<file path="config.mk">
export PLATFORM = sky130hd
export DESIGN_NAME = flash_cfg_port
export DESIGN_NICKNAME = d
export VERILOG_FILES = /design/src/rtl/flash_cfg_pkg.sv /design/src/rtl/fcr_rst_sync.sv /design/src/rtl/fcr_store.sv /design/src/rtl/fcr_bank_sel.sv /design/src/rtl/fcr_read_mux.sv /design/src/rtl/flash_cfg_port.sv
export SDC_FILE = /design/constraint.sdc
export NUM_CORES = 1
export LEC_CHECK = 0
export BUFFER_PORTS_ARGS = -buffer_cell sky130_fd_sc_hd__buf_2
export CORE_MARGIN = 10
export CORE_UTILIZATION = 42
export CTS_CLUSTER_SIZE = 24
export DETAILED_ROUTE_END_ITERATION = 8
export PLACE_DENSITY_LB_ADDON = 0.15
export SKIP_CTS_REPAIR_TIMING = 1
export SYNTH_ARGS = -nofsm -noshare
export SYNTH_HDL_FRONTEND = slang
export SYNTH_SLANG_ARGS = --single-unit
</file>
<file path="constraint.sdc">
create_clock -name clk -period 1.9 [get_ports clk]
set_input_delay 0 -clock clk [delete_from_list [all_inputs] [get_ports clk]]
set_output_delay 0 -clock clk [all_outputs]
set_load 0.05 [all_outputs]
</file>
<file path="src/rtl/flash_cfg_pkg.sv">
package flash_cfg_pkg;

  localparam int CFG_W = 16;

  // Command types carried on cmd_op
  typedef enum logic [1:0] {
    OP_NOP    = 2'b00,
    OP_CFG_WR = 2'b01,
    OP_CFG_RD = 2'b10,
    OP_ARRAY  = 2'b11
  } cfg_op_e;

  // Field positions inside the register word
  localparam int POS_MODE   = 15;
  localparam int POS_DLY_LO = 10;
  localparam int POS_DLY_HI = 13;
  localparam int POS_WAIT   = 8;
  localparam int POS_SEQ    = 7;
  localparam int POS_EDGE   = 6;
  localparam int POS_IND    = 3;
  localparam int POS_LEN_HI = 2;

  // Reset value: asynchronous mode, delay code 7, rising edge
  localparam logic [CFG_W-1:0] CFG_DEFAULT = 16'h9C40;
  // Bits that take the written value; bits 14, 9, 5, 4 are forced to 0
  localparam logic [CFG_W-1:0] CFG_KEEP    = 16'hBDCF;

  typedef struct packed {
    logic       async_mode;
    logic [3:0] dly_code;
    logic       wait_cfg;
    logic       burst_seq;
    logic       rise_edge;
    logic       ind_lat;
    logic [2:0] burst_len;
  } cfg_fields_t;

endpackage

</file>
<file path="src/rtl/fcr_rst_sync.sv">
module fcr_rst_sync #(
  parameter int STAGES = 2
) (
  input  logic clk,
  input  logic rst_n,
  output logic rst_sync_n
);

  logic [STAGES-1:0] sync_q;
  logic [STAGES-1:0] sync_d;

  always_comb begin
    sync_d = {sync_q[STAGES-2:0], 1'b1};
  end

  always_ff @(posedge clk or negedge rst_n) begin
    if (!rst_n) begin
      sync_q <= '0;
    end else begin
      sync_q <= sync_d;
    end
  end

  assign rst_sync_n = sync_q[STAGES-1];

endmodule

</file>
<file path="src/rtl/fcr_store.sv">
module fcr_store
  import flash_cfg_pkg::*;
#(
  parameter int DATA_W = 32
) (
  input  logic              clk,
  input  logic              rst_n,
  input  logic              wr_cmd,
  input  logic              busy,
  input  logic [DATA_W-1:0] wr_data,
  output logic [CFG_W-1:0]  cfg_q
);

  logic             load_en;
  logic [CFG_W-1:0] cfg_d;
  logic             unused_hi;

  // Upper half of the data bus never reaches the register
  assign unused_hi = ^wr_data[DATA_W-1:CFG_W];

  // Next-state: gate on engine idle, force reserved fields to 0
  always_comb begin
    load_en = wr_cmd && !busy;
    cfg_d   = cfg_q;
    if (load_en) begin
      cfg_d = wr_data[CFG_W-1:0] & CFG_KEEP;
    end
  end

  always_ff @(posedge clk or negedge rst_n) begin
    if (!rst_n) begin
      cfg_q <= CFG_DEFAULT;
    end else if (load_en) begin
      cfg_q <= cfg_d;
    end
  end

  AST_BUSY_HOLD: assert property (@(posedge clk) disable iff (!rst_n)
    (wr_cmd && busy) |=> $stable(cfg_q));

  AST_WR_LOAD: assert property (@(posedge clk) disable iff (!rst_n)
    (wr_cmd && !busy) |=> (cfg_q[15] == $past(wr_data[15]) &&
                           cfg_q[13:10] == $past(wr_data[13:10]) &&
                           cfg_q[2:0] == $past(wr_data[2:0])));

  AST_RSVD_ZERO: assert property (@(posedge clk) disable iff (!rst_n)
    (cfg_q[14] == 1'b0 && cfg_q[9] == 1'b0 && cfg_q[5:4] == 2'b00));

endmodule

</file>
<file path="src/rtl/fcr_bank_sel.sv">
module fcr_bank_sel #(
  parameter int BANK_W = 1
) (
  input  logic              clk,
  input  logic              rst_n,
  input  logic              enter_cmd,
  input  logic              leave_cmd,
  input  logic [BANK_W-1:0] cmd_bank,
  output logic              cfg_mode_q,
  output logic [BANK_W-1:0] bank_q
);

  logic              mode_d;
  logic [BANK_W-1:0] bank_d;
  logic              upd_en;

  always_comb begin
    mode_d = cfg_mode_q;
    bank_d = bank_q;
    upd_en = enter_cmd || leave_cmd;
    if (leave_cmd) begin
      mode_d = 1'b0;
    end else if (enter_cmd) begin
      mode_d = 1'b1;
      bank_d = cmd_bank;
    end
  end

  always_ff @(posedge clk or negedge rst_n) begin
    if (!rst_n) begin
      cfg_mode_q <= 1'b0;
      bank_q     <= '0;
    end else if (upd_en) begin
      cfg_mode_q <= mode_d;
      bank_q     <= bank_d;
    end
  end

  AST_LEAVE_EXIT: assert property (@(posedge clk) disable iff (!rst_n)
    leave_cmd |=> !cfg_mode_q);

  AST_MODE_HOLD: assert property (@(posedge clk) disable iff (!rst_n)
    (!enter_cmd && !leave_cmd) |=> ($stable(cfg_mode_q) && $stable(bank_q)));

  AST_ENTER_BANK: assert property (@(posedge clk) disable iff (!rst_n)
    (enter_cmd && !leave_cmd) |=> (cfg_mode_q && bank_q == $past(cmd_bank)));

endmodule

</file>
<file path="src/rtl/fcr_read_mux.sv">
module fcr_read_mux
  import flash_cfg_pkg::*;
#(
  parameter int DATA_W = 32,
  parameter int BANK_W = 1
) (
  input  logic              clk,
  input  logic              rst_n,
  input  logic              rd_req,
  input  logic [BANK_W-1:0] rd_bank,
  input  logic [DATA_W-1:0] arr_data,
  input  logic              word_mode,
  input  logic              cfg_mode,
  input  logic [BANK_W-1:0] cfg_bank,
  input  logic [CFG_W-1:0]  cfg_word,
  output logic              rd_valid,
  output logic [DATA_W-1:0] rd_data,
  output logic              rd_is_cfg
);

  localparam int LANES = DATA_W / CFG_W;

  logic              hit;
  logic [DATA_W-1:0] data_d;

  assign hit = cfg_mode && (rd_bank == cfg_bank);

  // Lane 0 carries the register or low array half; upper lanes zero on
  // a register hit or in 16-bit bus mode
  for (genvar ln = 0; ln < LANES; ln++) begin : g_lane
    if (ln == 0) begin : g_low
      always_comb begin
        data_d[CFG_W-1:0] = hit ? cfg_word : arr_data[CFG_W-1:0];
      end
    end else begin : g_high
      always_comb begin
        data_d[ln*CFG_W +: CFG_W] = (hit || word_mode) ? '0
                                    : arr_data[ln*CFG_W +: CFG_W];
      end
    end
  end

  always_ff @(posedge clk or negedge rst_n) begin
    if (!rst_n) begin
      rd_valid <= 1'b0;
    end else begin
      rd_valid <= rd_req;
    end
  end

  always_ff @(posedge clk or negedge rst_n) begin
    if (!rst_n) begin
      rd_data   <= '0;
      rd_is_cfg <= 1'b0;
    end else if (rd_req) begin
      rd_data   <= data_d;
      rd_is_cfg <= hit;
    end
  end

  AST_RD_LATENCY: assert property (@(posedge clk) disable iff (!rst_n)
    rd_req |=> rd_valid);

  AST_NO_SPURIOUS: assert property (@(posedge clk) disable iff (!rst_n)
    !rd_req |=> !rd_valid);

  AST_CFG_UPPER_ZERO: assert property (@(posedge clk) disable iff (!rst_n)
    (rd_valid && rd_is_cfg) |-> (rd_data[DATA_W-1:CFG_W] == '0));

  AST_WORD_UPPER_ZERO: assert property (@(posedge clk) disable iff (!rst_n)
    (rd_req && word_mode) |=> (rd_data[DATA_W-1:CFG_W] == '0));

endmodule

</file>
<file path="src/rtl/flash_cfg_port.sv">
module flash_cfg_port
  import flash_cfg_pkg::*;
#(
  parameter int DATA_W = 32,
  parameter int BANK_W = 1,
  parameter int DLY_W  = 5
) (
  input  logic              clk,
  input  logic              rst_n,
  input  logic              cmd_vld,
  input  logic [1:0]        cmd_op,
  input  logic [BANK_W-1:0] cmd_bank,
  input  logic [DATA_W-1:0] cmd_data,
  input  logic              word_mode,
  input  logic              busy,
  input  logic              rd_req,
  input  logic [BANK_W-1:0] rd_bank,
  input  logic [DATA_W-1:0] arr_data,
  output logic              rd_valid,
  output logic [DATA_W-1:0] rd_data,
  output logic              rd_is_cfg,
  output logic [15:0]       cfg_word,
  output logic              sync_burst_en,
  output logic [DLY_W-1:0]  burst_delay_clks,
  output logic              wait_cfg,
  output logic              burst_seq,
  output logic              rise_edge,
  output logic              ind_latency,
  output logic [2:0]        burst_len
);

  localparam logic [DLY_W-1:0] DLY_BASE = DLY_W'(2);

  logic             rst_sync_n;
  logic             wr_cmd;
  logic             enter_cmd;
  logic             leave_cmd;
  logic [CFG_W-1:0] cfg_q;
  logic             cfg_mode;
  logic [BANK_W-1:0] cfg_bank;
  cfg_fields_t      fld;

  fcr_rst_sync #(.STAGES(2)) u_rst_sync (
    .clk        (clk),
    .rst_n      (rst_n),
    .rst_sync_n (rst_sync_n)
  );

  // Command strobe decode
  always_comb begin
    wr_cmd    = cmd_vld && (cmd_op == OP_CFG_WR);
    enter_cmd = cmd_vld && (cmd_op == OP_CFG_RD);
    leave_cmd = cmd_vld && (cmd_op == OP_ARRAY);
  end

  fcr_store #(.DATA_W(DATA_W)) u_store (
    .clk     (clk),
    .rst_n   (rst_sync_n),
    .wr_cmd  (wr_cmd),
    .busy    (busy),
    .wr_data (cmd_data),
    .cfg_q   (cfg_q)
  );

  fcr_bank_sel #(.BANK_W(BANK_W)) u_bank_sel (
    .clk        (clk),
    .rst_n      (rst_sync_n),
    .enter_cmd  (enter_cmd),
    .leave_cmd  (leave_cmd),
    .cmd_bank   (cmd_bank),
    .cfg_mode_q (cfg_mode),
    .bank_q     (cfg_bank)
  );

  fcr_read_mux #(.DATA_W(DATA_W), .BANK_W(BANK_W)) u_read_mux (
    .clk       (clk),
    .rst_n     (rst_sync_n),
    .rd_req    (rd_req),
    .rd_bank   (rd_bank),
    .arr_data  (arr_data),
    .word_mode (word_mode),
    .cfg_mode  (cfg_mode),
    .cfg_bank  (cfg_bank),
    .cfg_word  (cfg_q),
    .rd_valid  (rd_valid),
    .rd_data   (rd_data),
    .rd_is_cfg (rd_is_cfg)
  );

  // Field extraction
  always_comb begin
    fld.async_mode = cfg_q[POS_MODE];
    fld.dly_code   = cfg_q[POS_DLY_HI:POS_DLY_LO];
    fld.wait_cfg   = cfg_q[POS_WAIT];
    fld.burst_seq  = cfg_q[POS_SEQ];
    fld.rise_edge  = cfg_q[POS_EDGE];
    fld.ind_lat    = cfg_q[POS_IND];
    fld.burst_len  = cfg_q[POS_LEN_HI:0];
  end

  always_comb begin
    cfg_word         = cfg_q;
    sync_burst_en    = !fld.async_mode;
    burst_delay_clks = DLY_W'(fld.dly_code) + DLY_BASE;
    wait_cfg         = fld.wait_cfg;
    burst_seq        = fld.burst_seq;
    rise_edge        = fld.rise_edge;
    ind_latency      = fld.ind_lat;
    burst_len        = fld.burst_len;
  end

  AST_DLY_FLOOR: assert property (@(posedge clk) disable iff (!rst_sync_n)
    (burst_delay_clks >= DLY_BASE));

endmodule

</file>
**Yosys cells after proc, flatten, opt, wreduce, memory -nomap -nowiden**

Cells that the tools add are included.
Widths: inputs -> output; s select.

- $mul: 0
- Shifts and indexed selects: 0
- Multiplexer cells: 4
- $lt $le $gt $ge: 0
- Eq/ne operators: 4
- Bitwise logic cells: 1
- Reduce and logical (&&, ||, !) cells: 12
- Div/mod/pow operators: 0
- Add/sub/neg operators: 1

Operators with widths:

| cell | number |
|---|---|
| $mux 16 | 2 |
| $add 4x2->5 const B | 1 |
| $logic_and 1x1->1 | 5 |
| $eq 2x2->1 const B | 2 |
| $reduce_and 3->1 | 1 |
| $eq 2x1->1 const B | 1 |
| $logic_not 1->1 | 2 |
| $logic_or 1x1->1 | 2 |
| $mux 1 | 2 |
| $reduce_and 2->1 | 1 |
| $reduce_bool 2->1 | 1 |
| $eq 1x1->1 | 1 |
| $not 1->1 | 1 |

- ROM bits: 0
- Memories: 0
- Latch bits: 0
- Bits in registers: 50
- Logic and storage cells: 29
- Bits in writable memories: 0
- Bits of input ports: 74
- Output and inout bits: 63

**Depth between registers and ports, before layout**

- Depth in word-level cells: 4
- Mapped depth: 5
- Depth with buffers taken out: 3

**By module**

A second synthesis with hierarchy kept.

- Cells, all modules: 188
- Area total of the unflattened synthesis: 2235.9 µm²

Modules (own cells, without submodules):

| module | cells an instance | sequential area each (µm²) | times used | area an instance (µm²) |
|---|---|---|---|---|
| fcr_read_mux | 132 | 850.8 | 1 | 1428.9 |
| fcr_store | 31 | 306.5 | 1 | 546.8 |
| flash_cfg_port | 16 | 0.0 | 1 | 120.1 |
| fcr_bank_sel | 6 | 50.0 | 1 | 86.3 |
| fcr_rst_sync | 3 | 50.0 | 1 | 53.8 |

**Worst setup path before layout**

OpenSTA, ideal clock, no wires.

- Kind: reg-to-output
- Start: register u_store.cfg_q[12]
- End: output port burst_delay_clks[3]
- Data required time: 1900 ps
- Stages on the path, launching flop included: 3
- Buffers on the path: 0
- Path slack: 227 ps
- Arrival time: 1673 ps
- Path through: dfstp_2 > ha_1 > xor2_1

- Longest elaborated chain between the ends: 1

RTL lines:

| what | line | text |
|---|---|---|
| start: declaration | fcr_store.sv:11 | `output logic [CFG_W-1:0] cfg_q` |
| start signal: assignment | fcr_store.sv:34 | `cfg_q <= cfg_d;` |
| $add 4x2->5 | flash_cfg_port.sv:104 | `burst_delay_clks = DLY_W'(fld.dly_code) + DLY_BASE;` |
| end: declaration | flash_cfg_port.sv:24 | `output logic [DLY_W-1:0] burst_delay_clks,` |

No other way between the ends.

**Final worst setup path**

- Start: register u_bank_sel.bank_q
- End: register u_read_mux.rd_data[30]

- Longest elaborated chain between the ends: 4

RTL lines:

| what | line | text |
|---|---|---|
| start: declaration | fcr_bank_sel.sv:10 | `output logic [BANK_W-1:0] bank_q` |
| start signal: assignment | fcr_bank_sel.sv:35 | `bank_q <= bank_d;` |
| $eq 1x1->1 | fcr_read_mux.sv:26 | `assign hit = cfg_mode && (rd_bank == cfg_bank);` |
| $logic_and 1x1->1 | fcr_read_mux.sv:26 |  |
| $logic_or 1x1->1 | fcr_read_mux.sv:37 | `data_d[ln*CFG_W +: CFG_W] = (hit \|\| word_mode) ? '0` |
| $mux 16 | fcr_read_mux.sv:37 |  |
| end signal: assignment | fcr_read_mux.sv:56 | `rd_data <= data_d;` |
| end: declaration | fcr_read_mux.sv:17 | `output logic [DATA_W-1:0] rd_data,` |

No other way between the ends.
A chain may end at the register's enable or synchronous reset.

==> flow_metrics.env <==
export IMPL_cp_slowest_stage_delay_ns=0.44
export IMPL_synth_cells=179
export IMPL_slowest_stage="dfrtp_1"
export IMPL_pin_count=137
export IMPL_drc=0
export IMPL_layout_setup_ws_ns=0.378
export IMPL_fin_skew_ns=0.00436
export IMPL_grt_max_degree=31
export IMPL_area_growth_pct=47.1
export IMPL_cap_violations=0
export IMPL_wl_per_cell_um=16.2
export IMPL_clkLatencyLatePin_ns=0.30
export IMPL_ys_ff_latch=50
export IMPL_synth_cell_type_count=25
export IMPL_crit_type="flip-flop to flip-flop"
export IMPL_cp_cell_sequence="xnor2_2, a211oi_4, buf_4, a22o_2"
export IMPL_cts_inserted_buffers=5
export IMPL_routed_via_density=4.77
export IMPL_peakVddDrop_mv=0.564
export IMPL_drtIter0Drc=64
export IMPL_final_cell_mix="buf_2, dfrtp_1, dlygate4sd3_1"
export IMPL_fin_util_pct=63.4
export IMPL_layout_commonest_cell="buf_2"
export IMPL_maxSlewViolCount=0
export IMPL_timing_setup_tns_ns=0
export IMPL_dieArea_sq_um=8500
export IMPL_dp_hpwl_um=4510
export IMPL_core_area_sq_um=5070
export IMPL_cts_tree="done"
export IMPL_num_rows=26
export IMPL_antenna_cells=0
export IMPL_place_gp_congestion=0.737
export IMPL_ys_seq_area_share_pct=57.5
export IMPL_die_w_um=92.2
export IMPL_power_leakage_nw=1.61
export IMPL_arrival_ns=1.71
export IMPL_rrSetupSlack_ns=0.38
export IMPL_rsz0062_at_grt="false"
export IMPL_tightest_slew_ns=0.577
export IMPL_track_usage_pct=13.5
export IMPL_dp_slack_ns=0.377
export IMPL_dr_pass1_iters=4
export IMPL_nets=394
export IMPL_setup_viol=0
export IMPL_critPathRequiredTime_ns=2.09
export IMPL_cts_sinks=50
export IMPL_hold_viol_final=0
export IMPL_min_period_ns=1.52
export IMPL_min_path_type="input pin to asynchronous set/reset pin"
export IMPL_clkTransAtPathRegs_ns=0.09
export IMPL_wl_um=6330
export IMPL_fillers=420
export IMPL_numPortBuffers=112
export IMPL_antenna_left=0
export IMPL_chipHeight_um=92.2
export IMPL_outcome="complete, no violations"
export IMPL_yosysWarnings=0
export IMPL_period_share_pct=80.1
export IMPL_grt_overflow_total=0
export IMPL_p_per_area_nw_per_um2=1070
export IMPL_clock_root_buffer="clkbuf_8"
export IMPL_slew_headroom_pct=61.6
export IMPL_postSynthAreaPerCell_sq_um=12.2
export IMPL_antenna_found_initial=0
export IMPL_clockBufferDepth=2
export IMPL_drive_gt1_share_pct=50.3
export IMPL_setup_worst_path_end_class="flip-flop"
export IMPL_start_util_pct=43.1
export IMPL_fmax_ghz=0.657
export IMPL_r2r_start="u_bank_sel.bank_q"
export IMPL_synth_edf_count=0
export IMPL_grt_pass1_wl_um=9430
export IMPL_start_kind="flip-flop"
export IMPL_h_tree_depth=2
export IMPL_synthesis_area_sq_um=2190
export IMPL_vias=1860
export IMPL_ys_flop_type="dfrtp_1"
export IMPL_r2r_end="u_read_mux.rd_data[30]"
export IMPL_grt_pass1_vias=1833
export IMPL_async_flop_share_pct=100
export IMPL_crit_fanout=16
export IMPL_reg2reg_depth=4
-- worst max-delay path, delay by kind of cell, from the launching register on --
kind	cells	cell delay, ns
xor gates and xnor gates	1	0.43
buffers and inverters	1	0.22
DFF	1	0.44
AOI/OAI and AO/OA	2	0.33
-- kinds of logic after synthesis --
group	share of synthesized area, %
buf+inv	7.43
other cells	0.343
simple gates	4.52
mux	6.17
flops	57.5
fa+ha+maj	0.572
compound gates	22.0
xor+xnor	1.54
-- registers in the layout, summed over array words and instances (netlist names) --
| register | count |
|---|---|
| u_bank_sel.cfg_mode_q | 1 |
| u_read_mux.rd_data | 32 |
| u_read_mux.rd_is_cfg | 1 |
| u_rst_sync.sync_q | 2 |
| u_read_mux.rd_valid | 1 |
| u_store.cfg_q | 12 |
| u_bank_sel.bank_q | 1 |
-- how the worst max path moves through the flow --
stage	from	to	slack [ns]	cells after the start
floorplan	u_store.cfg_q[12]	burst_delay_clks[3]	0.23	2
global placement	u_bank_sel.bank_q	u_read_mux.rd_data[26]	0.39	4
detailed placement	u_bank_sel.bank_q	u_read_mux.rd_data[30]	0.38	4
CTS	u_bank_sel.bank_q	u_read_mux.rd_data[30]	0.35	4
global route	u_bank_sel.bank_q	u_read_mux.rd_data[12]	0.27	4
finish	u_bank_sel.bank_q	u_read_mux.rd_data[30]	0.38	4
-- cell type report --
type / count / area (sq um) / area share, %
Clock buffer: 6 / 82.6 / 2.57
Clock inverter: 2 / 12.5 / 0.389
Inverter: 3 / 11.3 / 0.350
Multi-Input combinational cell: 104 / 786 / 24.4
Sequential cell: 50 / 1260 / 39.1
Tap cell: 70 / 87.6 / 2.72
Timing Repair Buffer: 155 / 981 / 30.5
-- metal layers --
layer  track usage (%)  up-vias  share of wire (%)
met3              4.97        7                6.8
met2              21.1       70                 49
met5                 0        -                  0
met4              5.01        0                1.1
met1              16.8      884                 43
li1                  -      899                  -
-- Yosys cell counts (2+ instances only) --
cell	n	area, sq um
dfrtp_1	45	1130
nand2_1	19	71.3
o21ai_0	14	70.1
buf_4	13	97.6
a21boi_0	12	90.1
mux2_2	12	135
o22a_1	12	105
a22o_2	10	100
clkbuf_1	10	37.5
a22o_1	6	52.6
dfstp_2	5	131
o2bb2ai_1	4	35.0
inv_1	3	11.3
conb_1	2	7.51
xor2_1	2	17.5
-- metrics by stage --
step / cells / area (sq um) / hold WS, ns / power, W
finish: 390 / 3220 / 0.00404 / 0.00345
global route: 390 / 3220 / 0.0152 / 0.00362
CTS: 356 / 2880 / -0.542 / 0.00344
detailed placement: 348 / 2780 / -0.213 / 0.00279
global placement: 348 / 2780 / -0.215 / 0.00278
floorplan: 182 / 2200 / -0.296 / 0.00247
-- power breakdown --
part	total (W)	leakage (nW)	switching, W	internal, W
Clock	0.000635	0.0472	0.000342	0.000293
Sequential	0.00136	0.604	0.000131	0.00123
Combinational	0.00145	0.962	0.00105	0.000401
Total	0.00345	1.61	0.00152	0.00192
No activity file was read; power rests on OpenSTA's default activity.
